==> config.mk <==
export PLATFORM = sky130hd
export DESIGN_NAME = dq_query_unit
export DESIGN_NICKNAME = d
export VERILOG_FILES = /design/src/rtl/dq_pkg.sv /design/src/rtl/dq_visibility.sv /design/src/rtl/dq_type_screen.sv /design/src/rtl/dq_limit_build.sv /design/src/rtl/dq_query_unit.sv
export SDC_FILE = /design/constraint.sdc
export NUM_CORES = 1
export LEC_CHECK = 0
export BUFFER_PORTS_ARGS = -buffer_cell sky130_fd_sc_hd__buf_4
export CORE_ASPECT_RATIO = 0.75
export CORE_MARGIN = 5
export CORE_UTILIZATION = 44
export DETAILED_ROUTE_END_ITERATION = 10
export MAX_ROUTING_LAYER = met4
export PLACE_DENSITY = 0.95
export REMOVE_ABC_BUFFERS = 1
export SKIP_CTS_REPAIR_TIMING = 1
export SYNTH_ARGS = -nofsm -noshare
export SYNTH_HDL_FRONTEND = slang
export SYNTH_SLANG_ARGS = --single-unit
==> constraint.sdc <==
create_clock -name clk -period 1 [get_ports clk]
set_clock_uncertainty 0.05 [all_clocks]
set_input_delay 0.15 -clock clk [delete_from_list [all_inputs] [get_ports clk]]
set_output_delay 0.15 -clock clk [all_outputs]
set_load 0.02 [all_outputs]
==> src/rtl/dq_pkg.sv <==
package dq_pkg;

  typedef enum logic {
    Q_RIGHTS = 1'b0,
    Q_LIMIT  = 1'b1
  } query_e;

  // Fields of descriptor word 1 that steer the query.
  typedef struct packed {
    logic       gran;
    logic [1:0] dpl;
    logic       is_seg;
    logic [3:0] tcode;
  } attr_t;

  function automatic attr_t f_attr(input logic [31:0] w1);
    attr_t a;
    a.gran   = w1[23];
    a.dpl    = w1[14:13];
    a.is_seg = w1[12];
    a.tcode  = w1[11:8];
    return a;
  endfunction

  function automatic logic [1:0] f_weaker(input logic [1:0] a, input logic [1:0] b);
    return (a > b) ? a : b;
  endfunction

endpackage

==> src/rtl/dq_visibility.sv <==
module dq_visibility #(
  parameter int unsigned PLW = 2
) (
  input  logic [PLW-1:0] cpl,
  input  logic [PLW-1:0] rpl,
  input  logic [PLW-1:0] dpl,
  input  logic           conforming,
  output logic           visible
);
  logic [PLW-1:0] req_level;

  always_comb begin
    req_level = (cpl > rpl) ? cpl : rpl;
    visible   = conforming || (req_level <= dpl);
  end
endmodule

==> src/rtl/dq_type_screen.sv <==
module dq_type_screen #(
  parameter int unsigned CODE_W = 4,
  parameter logic [(1<<CODE_W)-1:0] SYS_OK = '0
) (
  input  logic              is_seg,
  input  logic [CODE_W-1:0] tcode,
  output logic              pass
);
  localparam int unsigned N_CODES = 1 << CODE_W;

  logic [N_CODES-1:0] hit;

  // One-hot decode of the system type code, gated by the table.
  for (genvar i = 0; i < N_CODES; i++) begin : g_code
    assign hit[i] = SYS_OK[i] && (tcode == CODE_W'(i));
  end

  assign pass = is_seg || (|hit);
endmodule

==> src/rtl/dq_limit_build.sv <==
module dq_limit_build #(
  parameter int unsigned DW    = 32,
  parameter int unsigned LO_W  = 16,
  parameter int unsigned HI_W  = 4,
  parameter int unsigned SHIFT = 12
) (
  input  logic [LO_W-1:0] lo_part,
  input  logic [HI_W-1:0] hi_part,
  input  logic            gran,
  output logic [DW-1:0]   limit
);
  localparam int unsigned LIM_W = LO_W + HI_W;

  function automatic logic [DW-1:0] f_expand(input logic [LIM_W-1:0] raw, input logic g);
    logic [DW-1:0] wide;
    logic [DW-1:0] fill;
    wide = DW'(raw);
    fill = (DW'(1) << SHIFT) - DW'(1);
    return g ? ((wide << SHIFT) | fill) : wide;
  endfunction

  assign limit = f_expand({hi_part, lo_part}, gran);
endmodule

==> src/rtl/dq_query_unit.sv <==
module dq_query_unit
  import dq_pkg::*;
#(
  parameter int unsigned DW          = 32,
  parameter int unsigned PLW         = 2,
  parameter logic [31:0] RIGHTS_MASK = 32'h00FF_FF00,
  parameter logic [15:0] RIGHTS_SYS  = 16'h1A3E,
  parameter logic [15:0] LIMIT_SYS   = 16'h0A0E
) (
  input  logic           clk,
  input  logic           rst_n,
  input  logic           req_valid,
  input  logic           query_kind,
  input  logic [DW-1:0]  desc_lo,
  input  logic [DW-1:0]  desc_hi,
  input  logic [PLW-1:0] sel_rpl,
  input  logic [PLW-1:0] cur_cpl,
  input  logic           beyond_table,
  output logic           rsp_valid,
  output logic           rsp_ok,
  output logic           rsp_write,
  output logic [DW-1:0]  rsp_data
);
  localparam int unsigned LO_W   = 16;
  localparam int unsigned HI_W   = 4;
  localparam int unsigned HI_LSB = 16;
  localparam int unsigned SHIFT  = 12;

  attr_t         attr;
  logic          is_code;
  logic          conforming;
  logic          vis_pass;
  logic          rights_type_ok;
  logic          limit_type_ok;
  logic          type_pass;
  logic          in_table;
  logic          grant;
  logic [DW-1:0] limit_val;
  logic [DW-1:0] rights_val;
  logic [DW-1:0] result;
  logic          unused_lo;

  assign attr       = f_attr(desc_hi[31:0]);
  assign is_code    = attr.is_seg && attr.tcode[3];
  assign conforming = is_code && attr.tcode[2];
  assign unused_lo  = ^desc_lo[DW-1:LO_W];

  dq_visibility #(.PLW(PLW)) u_vis (
    .cpl        (cur_cpl),
    .rpl        (sel_rpl),
    .dpl        (PLW'(attr.dpl)),
    .conforming (conforming),
    .visible    (vis_pass)
  );

  dq_type_screen #(.CODE_W(4), .SYS_OK(RIGHTS_SYS)) u_rights_screen (
    .is_seg (attr.is_seg),
    .tcode  (attr.tcode),
    .pass   (rights_type_ok)
  );

  dq_type_screen #(.CODE_W(4), .SYS_OK(LIMIT_SYS)) u_limit_screen (
    .is_seg (attr.is_seg),
    .tcode  (attr.tcode),
    .pass   (limit_type_ok)
  );

  dq_limit_build #(.DW(DW), .LO_W(LO_W), .HI_W(HI_W), .SHIFT(SHIFT)) u_limit (
    .lo_part (desc_lo[LO_W-1:0]),
    .hi_part (desc_hi[HI_LSB+HI_W-1:HI_LSB]),
    .gran    (attr.gran),
    .limit   (limit_val)
  );

  assign rights_val = desc_hi & DW'(RIGHTS_MASK);
  assign type_pass  = (query_e'(query_kind) == Q_LIMIT) ? limit_type_ok : rights_type_ok;
  assign in_table   = !beyond_table;
  assign grant      = req_valid && in_table && vis_pass && type_pass;
  assign result     = (query_e'(query_kind) == Q_LIMIT) ? limit_val : rights_val;

  always_ff @(posedge clk or negedge rst_n) begin
    if (!rst_n) begin
      rsp_valid <= 1'b0;
      rsp_ok    <= 1'b0;
      rsp_write <= 1'b0;
      rsp_data  <= '0;
    end else begin
      rsp_valid <= req_valid;
      rsp_ok    <= grant;
      rsp_write <= grant;
      rsp_data  <= grant ? result : '0;
    end
  end
endmodule

==> run_results.csv <==
group,metric,value,unit
power_and_ir_drop,swShare,28.0,%
logic_synthesis,avgSynthCellArea,10.5,um^2
power_and_ir_drop,power.leakage,1.33,nW
sta,slew-limit-headroom,64.4,%
grt,track_usage,19.2,%
sta,rsz0062_at_grt,"yes",
critical_path,crit_required,1.14,ns
floorplanning,die_h,62.3,um
clock_tree,clock_path_buffers,2,
logic_synthesis,seq_area_frac_synth,53.1,%
logic_synthesis,synth-seq-cells,34,
drt,viasPerCell,5.10,
logic_synthesis,synth_area,1600,um^2
critical_path,crit_arrival,2.00,ns
critical_path,slowest_stage,"ha_1",
floorplanning,core_area,3590,um^2
power_and_ir_drop,p_int,0.00244,W
layout,layout.nets,325,
sta,fin_setup_tns,-26.74,ns
drt,wl_per_cell,16.1,um
power_and_ir_drop,p_seq_share,42.6,%
logic_synthesis,synth_cells,153,
drt,ant_nets,0,
flow_run,max-cap-violations,0,
critical_path,cp.depth,13,
status,status,"finished, violations left",
critical_path,crit_chain,"buf_8, inv_6, ha_4, nand2b_4, o21ai_2, a221oi_2, o21ai_1, ha_1, a32oi_1, o21ai_1, o31ai_4, buf_12, nor3_2",
clock_tree,cts_tree,"yes",
critical_path,slowest_delay,0.31,ns
layout,flow.area_growth_from_synthesis,72.2,%
critical_path,path_buf_inv,3,
critical_path,crit_type,"in -> reg",
place,gp_congestion,0.811,
layout,final_common_cell,"buf_4",
drt,first_iter_violations,33,
grt,grt_pass1_vias,1502,
sta,period_minus_slack,1.86,ns
sta,setup_viol,44,
grt,grt_pass1_wl,7.13,mm
hold_path,worstHoldPathCells,3,
clock_tree,root_buffer,"clkbuf_8",
logic_synthesis,ys_types,26,
critical_path,path_max_fanout,14,
grt,grt_max_degree,35,
critical_path,start_kind,"primary input",
sta,hold_violations,0,
layout,final_util,76.9,%
place,io_buffer_count,75,
sta,worst_slew_pin_slew,0.534,ns
sta,fmax,537,MHz
layout,diodes,0,
status,violations,"negative setup slack",
drt,drc,0,
drt,wl,4.83,mm
floorplanning,fp.dieW,79.7,um
grt,antenna_found_initial,0,
sta,final_max_slew_viol_count,0,
clock_tree,numCtsBuffers,5,
power_and_ir_drop,power_density,1230,nW/um^2
place,dp_hpwl,3.47,mm
drt,vias,1531,
floorplanning,start_util,44.6,%
logic_synthesis,synth.area.top_cells,"dfrtp_1 (53%), nor3_1 (5.0%), o21ai_0 (4.7%)",
floorplanning,pin_count,108,
layout,drive_gt1_share,52.8,%
power_and_ir_drop,finalPower,0.00339,W
floorplanning,num_rows,19,
power_and_ir_drop,ir_drop,0.000861,V
clock_tree,clock_sinks,34,
place,dpl_worst_slack,-1.26,ns
power_and_ir_drop,netSwitchingPower,0.000947,W
sta,post-route-period-util,186,%
layout,layout_common_cells,"buf_4 (53), buf_6 (37), dfrtp_1 (34)",
clock_tree,htree_num_levels,2,
power_and_ir_drop,comb_power_share,27.2,%
floorplanning,design.die.area,4960,um^2
logic_synthesis,yosysTopAreaCellShare,53.1,%
critical_path,cpMostUsedCell,"o21ai_1",
hold_path,hold_class,"in -> reg",
logic_synthesis,yosys.area.top_type,"dfrtp_1",
grt,globalRoute.totalOverflow,0,
power_and_ir_drop,clock_power_share,30.2,%
critical_path,end_kind,"flip-flop",
clock_tree,clk_pin_slew_worst_paths,0.07,ns
drt,first_pass_iters,5,
critical_path,crit_family,"compound AO/OA/AOI/OAI gates",
sta,worst_slack,-0.863,ns
logic_synthesis,yosysWarnings,0,
[final cells by class]
class / count / area [um^2]
clock inverter: 1 / 5.00
inverter: 7 / 31.3
tap: 52 / 65.1
multi-input combinational: 101 / 767
clock buffer: 7 / 86.3
timing repair buffer: 98 / 955
sequential: 34 / 851
fill: 235 / 830
[cells by family (layout without fill, tap and decap cells)]
family,count (synthesis),count (layout),synth area share (%)
adder cells (fa/ha/maj),5,5,3.90
AND/OR/NAND/NOR,59,59,19.0
AO/OA/AOI/OAI,30,30,13.7
buffers and inverters,18,113,6.01
multiplexers,7,7,4.37
flip-flops,34,34,53.1
[registers in the layout, indices dropped and copies added, names as in the netlist]
register	cells
rsp_data	32
rsp_ok	1
rsp_valid	1
[worst min-delay path: cells and delay by family]
| family | cells | cell delay (ns) |
|---|---|---|
| AND/OR/NAND/NOR | 2 | 0.08 |
| buffers and inverters | 1 | 0.11 |
[power groups by stage]
stage / clock, W / sequential [W] / combinational (W)
2_1_floorplan: 0 / 0.00152 / 0.000236
3_3_place_gp: 0 / 0.00146 / 0.000732
3_5_place_dp: 0 / 0.00146 / 0.000754
4_1_cts: 0.00104 / 0.00143 / 0.000754
5_1_grt: 0.00110 / 0.00145 / 0.000986
6_report: 0.00102 / 0.00144 / 0.000920
[metrics by stage]
| stage | cells | hold slack, ns | area (um^2) |
|---|---|---|---|
| 5_1_grt | 300 | 0.0369 | 2760 |
| 6_report | 300 | 0.0350 | 2760 |
| 2_1_floorplan | 142 | -0.196 | 1530 |
| 3_5_place_dp | 288 | 0.0679 | 2350 |
| 4_1_cts | 296 | -0.239 | 2440 |
| 3_3_place_gp | 288 | 0.0627 | 2350 |
[routing by layer]
metal / vias to the layer above / global-route usage (%) / wire (um)
met1: 748 / 23.7 / 1890
met3: 9 / 5.35 / 321
li1: 715 / - / -
met4: 0 / 6.22 / 88
met5: - / - / 0
met2: 59 / 30.4 / 2530
[synthesized netlist by cell type]
master,count
dfrtp_1,34
nor3_1,16
o21ai_0,15
nor2_1,14
nand2_1,13
inv_1,7
mux2i_1,7
nor3_2,6
clkbuf_1,5
ha_1,5
nor2b_1,4
o22ai_1,4
a21oi_1,3
and3_1,3
buf_6,3
nand2b_1,3
buf_2,2
a2111oi_2,1
a2111oi_4,1
a211oi_1,1
a221oi_1,1
a32oi_1,1
buf_4,1
o211ai_1,1
o21a_1,1
o31ai_4,1
[path summary, 6_finish.rpt]
check | startpoint | to | slack (ns)
max in group asynchronous | rst_n | rsp_data[3] | 0.28
min | desc_lo[15] | rsp_data[27] | 0.04
min in group asynchronous | rst_n | rsp_data[28] | 0.31
max | sel_rpl[1] | rsp_data[1] | -0.86
Power figures use the tool's default switching activity.
